[config.mk]
export PLATFORM = sky130hd
export DESIGN_NAME = burst_col_gen
export DESIGN_NICKNAME = d
export VERILOG_FILES = /design/src/rtl/burst_col_pkg.sv /design/src/rtl/burst_col_ctrl.sv /design/src/rtl/burst_col_dp.sv /design/src/rtl/burst_col_gen.sv
export SDC_FILE = /design/constraint.sdc
export NUM_CORES = 1
export LEC_CHECK = 0
export BUFFER_PORTS_ARGS = -buffer_cell sky130_fd_sc_hd__buf_2
export CAP_MARGIN = 0
export CORE_ASPECT_RATIO = 0.75
export CORE_MARGIN = 2
export CORE_UTILIZATION = 34
export CTS_BUF_LIST = sky130_fd_sc_hd__clkbuf_4 sky130_fd_sc_hd__clkbuf_8
export CTS_CLUSTER_DIAMETER = 120
export CTS_CLUSTER_SIZE = 16
export DETAILED_ROUTE_END_ITERATION = 8
export GPL_TIMING_DRIVEN = 0
export PLACE_DENSITY = 0.55
export SYNTH_ARGS = -nofsm -noshare
export SYNTH_HDL_FRONTEND = slang
export SYNTH_SLANG_ARGS = --single-unit
[constraint.sdc]
create_clock -name clk -period 1.8 [get_ports clk]
set_clock_uncertainty 0.1 [all_clocks]
set_input_delay 0.18 -clock clk [delete_from_list [all_inputs] [get_ports clk]]
set_output_delay 0.18 -clock clk [all_outputs]
set_load 0.02 [all_outputs]
[src/rtl/burst_col_pkg.sv]
package burst_col_pkg;
  localparam logic [2:0] LEN_ONE  = 3'd0;
  localparam logic [2:0] LEN_TWO  = 3'd1;
  localparam logic [2:0] LEN_FOUR = 3'd2;
  localparam logic [2:0] LEN_EIGHT = 3'd3;
  localparam logic [2:0] LEN_FULL = 3'd7;

  typedef struct packed {
    logic load;  // capture start column, clear beat offset
    logic step;  // advance to next beat
  } colStrobe_t;
endpackage

[src/rtl/burst_col_ctrl.sv]
module burst_col_ctrl
  import burst_col_pkg::*;
(
  input  logic       clk,
  input  logic       rstN,
  input  logic       startStb,
  input  logic [2:0] lenCode,
  input  logic       termStb,
  input  logic       atEnd,
  output colStrobe_t stb,
  output logic       active
);
  logic fullQ;

  always_comb begin
    stb = '0;
    if (startStb) stb.load = 1'b1;
    else if (active && !termStb && (fullQ || !atEnd)) stb.step = 1'b1;
  end

  always_ff @(posedge clk) begin
    if (!rstN) begin
      active <= 1'b0;
      fullQ  <= 1'b0;
    end else if (startStb) begin
      active <= 1'b1;
      fullQ  <= (lenCode == LEN_FULL);
    end else if (active && termStb) begin
      active <= 1'b0;
    end else if (active && !fullQ && atEnd) begin
      active <= 1'b0;
    end
  end


  start_sets_active_chk: assert property (@(posedge clk) disable iff (!rstN)
    startStb |=> active);

  term_clears_active_chk: assert property (@(posedge clk) disable iff (!rstN)
    (active && termStb && !startStb) |=> !active);

  full_page_persists_chk: assert property (@(posedge clk) disable iff (!rstN)
    (active && fullQ && !startStb && !termStb) |=> active);

  idle_stays_idle_chk: assert property (@(posedge clk) disable iff (!rstN)
    (!active && !startStb) |=> !active);
endmodule

[src/rtl/burst_col_dp.sv]
module burst_col_dp
  import burst_col_pkg::*;
#(
  parameter int COL_W = 9
) (
  input  logic             clk,
  input  logic             rstN,
  input  colStrobe_t       stb,
  input  logic [COL_W-1:0] startCol,
  input  logic [2:0]       lenCode,
  input  logic             interleave,
  output logic [COL_W-1:0] curCol,
  output logic             atEnd
);
  localparam logic [COL_W-1:0] ALL_ONES = '1;

  logic [COL_W-1:0] baseQ, offQ, maskQ, lenMask;
  logic             ilvQ;

  always_comb begin
    case (lenCode)
      LEN_TWO:   lenMask = COL_W'(1);
      LEN_FOUR:  lenMask = COL_W'(3);
      LEN_EIGHT: lenMask = COL_W'(7);
      LEN_FULL:  lenMask = ALL_ONES;
      default:   lenMask = '0;
    endcase
  end

  always_ff @(posedge clk) begin
    if (!rstN) begin
      baseQ <= '0;
      offQ  <= '0;
      maskQ <= '0;
      ilvQ  <= 1'b0;
    end else if (stb.load) begin
      baseQ <= startCol;
      offQ  <= '0;
      maskQ <= lenMask;
      ilvQ  <= interleave && (lenCode != LEN_FULL);
    end else if (stb.step) begin
      offQ  <= offQ + 1'b1;
    end
  end

  logic [COL_W-1:0] seqSum;
  assign seqSum = baseQ + offQ;
  assign curCol = ilvQ ? (baseQ ^ (offQ & maskQ))
                       : ((baseQ & ~maskQ) | (seqSum & maskQ));
  assign atEnd  = ((offQ & maskQ) == maskQ);


  load_start_col_chk: assert property (@(posedge clk) disable iff (!rstN)
    stb.load |=> (curCol == $past(startCol)));

  upper_bits_fixed_chk: assert property (@(posedge clk) disable iff (!rstN)
    stb.step |=> ((curCol & ~maskQ) == $past(curCol & ~maskQ)));

  hold_when_idle_chk: assert property (@(posedge clk) disable iff (!rstN)
    (!stb.load && !stb.step) |=> $stable(curCol));
endmodule

[src/rtl/burst_col_gen.sv]
module burst_col_gen
  import burst_col_pkg::*;
#(
  parameter int COL_W = 9
) (
  input  logic             clk,
  input  logic             rstN,
  input  logic             startStb,
  input  logic [COL_W-1:0] startCol,
  input  logic [2:0]       lenCode,
  input  logic             interleave,
  input  logic             termStb,
  output logic [COL_W-1:0] curCol,
  output logic             burstActive
);
  colStrobe_t stb;
  logic       atEnd;

  burst_col_ctrl ctrl_i (
    .clk(clk), .rstN(rstN), .startStb(startStb), .lenCode(lenCode),
    .termStb(termStb), .atEnd(atEnd), .stb(stb), .active(burstActive)
  );

  burst_col_dp #(.COL_W(COL_W)) dp_i (
    .clk(clk), .rstN(rstN), .stb(stb), .startCol(startCol),
    .lenCode(lenCode), .interleave(interleave), .curCol(curCol), .atEnd(atEnd)
  );
endmodule

==> reports/results.txt <==
first-pass GRT wire length - 7330 um
I/O Pins - 27
Worst Setup End Kind - output port
pin count of the biggest net entering global routing - 15
port buffer count - 25
FF-to-FF Start - dp_i.offQ[1]$_SDFFE_PP0P_
worst reg2reg setup slack - 80 ps
syn_nets - 227
starting density of the core - 35.9%
Rel. slew slack - 69.1%
synth unique cells - 43
met3 wire len - 177 um
#FFs+latches synth - 24
# DRC - 0
Worst VDD drop - 0.361 mV
Slew @ Worst Pin - 463 ps
Total GRT Usage - 17.1%
Die H - 64.0 um
CTS root buf - clkbuf_8
worst setup slack after placement - -302 ps
Synth Flop Type - dfxtp_1
final antenna-violating net count - 0
Post-synth EDFFs - 0
R2R Path End - dp_i.offQ[4]$_SDFFE_PP0P_
sequential area share after synthesis - 29.4%
deepest clock path buffer count - 2
synth warn - 0
PwrDens - 567 nW/um^2
hpwl dp - 3020 um
Max Transition Viols Final - 0
via count - 1552
worst setup path endpoint - curCol[6]
num rows - 21
critical path class - reg -> out
Finished Layout Cells - 297
maximum clock rate - 443 MHz
CTS tree - done
Max-cap violations - 0
Clock Latency Late Sink - 270 ps
DR vias/cell - 5.23
worst hold path type - in -> reg
antenna violations before repair - 0
Max H-tree Level - 1
first-pass detailed-route iteration total - 4
Routed WL - 4420 um
hold buffer count at CTS - 0
Fill cells - 440
Synth-to-Final Area Change - 39.6%
met2 routed WL - 1930 um
reg2reg path depth - 8
RSZ-0062 raised after global routing - true
status - complete, but fails checks
fin crit share - 125%
TritonCTS Sinks - 24
CTS buffer count - 3
Leak - 0.000925 uW
Async SR Flop Fraction - 0%
Max FO, Critical Path - 3
uppermost layer routed - met4
DP Cell Count - 282
clk slew on worst S/H paths - 90 ps
share of cells above drive strength 1 - 38.3%
Syn Inst Count - 200
Hold Violations, Final - 0
required time worst endpoint - 1520 ps
setup slack after layout - -458 ps
wl on met1 - 2290 um
Routability Congestion - 0.819
# setup viols final - 8
Startpoint Class - flop
Diodes inserted - 0
syn_area_per_cell - 8.16 um^2
vias in the first global route - 1455
Die W - 84.0 um
GR Overflow Total - 0
nets - 268
drt initial violations - 84
critical path arrival - 1980 ps
Core Region - 4550 um^2
Critical Path Start - dp_i.offQ[0]$_SDFFE_PP0P_
WL per Instance - 14.9 um
violated checks - setup timing
Syn Std Cell Area - 1630 um^2
Final min period - 2260 ps
die area - 5370 um^2
## cells by family (layout without fill, tap and decap cells)
| group | count (synthesis) | after routing | share of synthesized area, % |
|---|---|---|---|
| compound gates | 48 | 48 | 19.5 |
| fa+ha+maj | 10 | 10 | 8.13 |
| flops | 24 | 24 | 29.4 |
| simple gates | 78 | 78 | 24.9 |
| xor+xnor | 13 | 13 | 6.98 |
| mux | 12 | 12 | 7.36 |
| buf+inv | 15 | 55 | 3.68 |
## report_power, final
| part | total [uW] | leakage (uW) | internal (uW) | switching, uW |
|---|---|---|---|---|
| clock | 485 | 0.0000357 | 298 | 188 |
| sequential | 569 | 0.000203 | 543 | 25.8 |
| combinational | 239 | 0.000686 | 115 | 124 |
| total | 1290 | 0.000925 | 955 | 337 |
## final cells by class
class	count	area, um^2	share of cell area, %
repair buffers	37	262	11.5
multi-input cells	161	1300	57.2
clock inverters	1	30.0	1.32
clock buffers	3	41.3	1.81
plain buffers	6	27.5	1.21
flip-flops and latches	24	513	22.5
well taps	57	71.3	3.13
inverters	8	30.0	1.32
## Yosys cell counts, types with 2 or more instances
cell type	instances	area, um^2
a211oi_1	3	22.5
a21boi_0	3	22.5
a21o_1	2	15.0
a21oi_1	13	65.1
buf_2	2	10.0
clkbuf_1	3	11.3
dfxtp_1	24	480
ha_1	9	113
inv_1	7	26.3
mux2i_1	12	120
nand2_1	15	56.3
nand2b_1	7	43.8
nand3_1	6	30.0
nand3b_1	3	22.5
nand4_1	2	12.5
nor2_1	15	56.3
nor2b_1	13	81.3
nor3_1	7	35.0
nor4_1	3	18.8
o21ai_0	15	75.1
o31ai_1	2	15.0
or3_1	2	12.5
xnor2_1	8	70.1
xor2_1	5	43.8
## what timing repair did
action | in CTS | in global routing
setup endpoints to repair | 9 | 18
pin swaps | 9 | 12
buffers inserted | 9 | 4
resized for setup | 40 | 15
## layer usage
metal / up-vias / GRT usage, %
met5: - / 0
met1: 735 / 24.8
li1: 793 / -
met3: 2 / 4.26
met4: 0 / 2.42
met2: 22 / 26.3
## metrics by stage
step           TNS (ps)  instance area, um^2  hold WS, ps  utilization, %  total power [uW]
2_1_floorplan      -265                 1730          208               -               717
3_3_place_gp      -1370                 1920          337            42.3               785
3_5_place_dp      -1250                 1920          346            42.3               785
4_1_cts           -3110                 2180         48.8            47.9              1300
5_1_grt           -3540                 2280         71.3            50.1              1360
6_report          -2740                 2280         58.2            50.1              1290
## how the worst min path moves through the flow
stage / cells past startpoint / from / slack, ps / end
final: 3 / startCol[5] / 60 / dp_i.baseQ[5]$_SDFFE_PN0P_
after global routing: 3 / startCol[1] / 70 / dp_i.baseQ[1]$_SDFFE_PN0P_
after CTS: 3 / startCol[5] / 50 / dp_i.baseQ[5]$_SDFFE_PN0P_
after detailed placement: 3 / startCol[5] / 350 / dp_i.baseQ[5]$_SDFFE_PN0P_
after global placement: 3 / startCol[2] / 340 / dp_i.baseQ[2]$_SDFFE_PN0P_
after floorplan: 1 / rstN / 210 / dp_i.baseQ[0]$_SDFFE_PN0P_
## critical path, stage by stage, from the launching register on
cell,delay [ps]
dfxtp_4,370
ha_4,130
inv_2,40
fa_2,330
nand2b_4,160
a21oi_4,180
nor2_2,60
xor2_1,140
o21ai_2,150
buf_6,130
## layout by cell type (no fill, tap or decap), drive strengths merged, types with 7 or more instances in the layout
cell and count:
a21oi 13, buf 40, dfxtp 24, ha 9, inv 7, mux2i 12, nand2 15, nand2b 7
nor2 15, nor2b 14, nor3 7, o21ai 15, xnor2 8
## state kept, by name, indices dropped and copies added, names as in the netlist
register       flops
dp_i.baseQ         9
dp_i.offQ          9
dp_i.maskQ         3
ctrl_i.active      1
ctrl_i.fullQ       1
dp_i.ilvQ          1
Note: power is estimated with default switching activity, not from simulation.
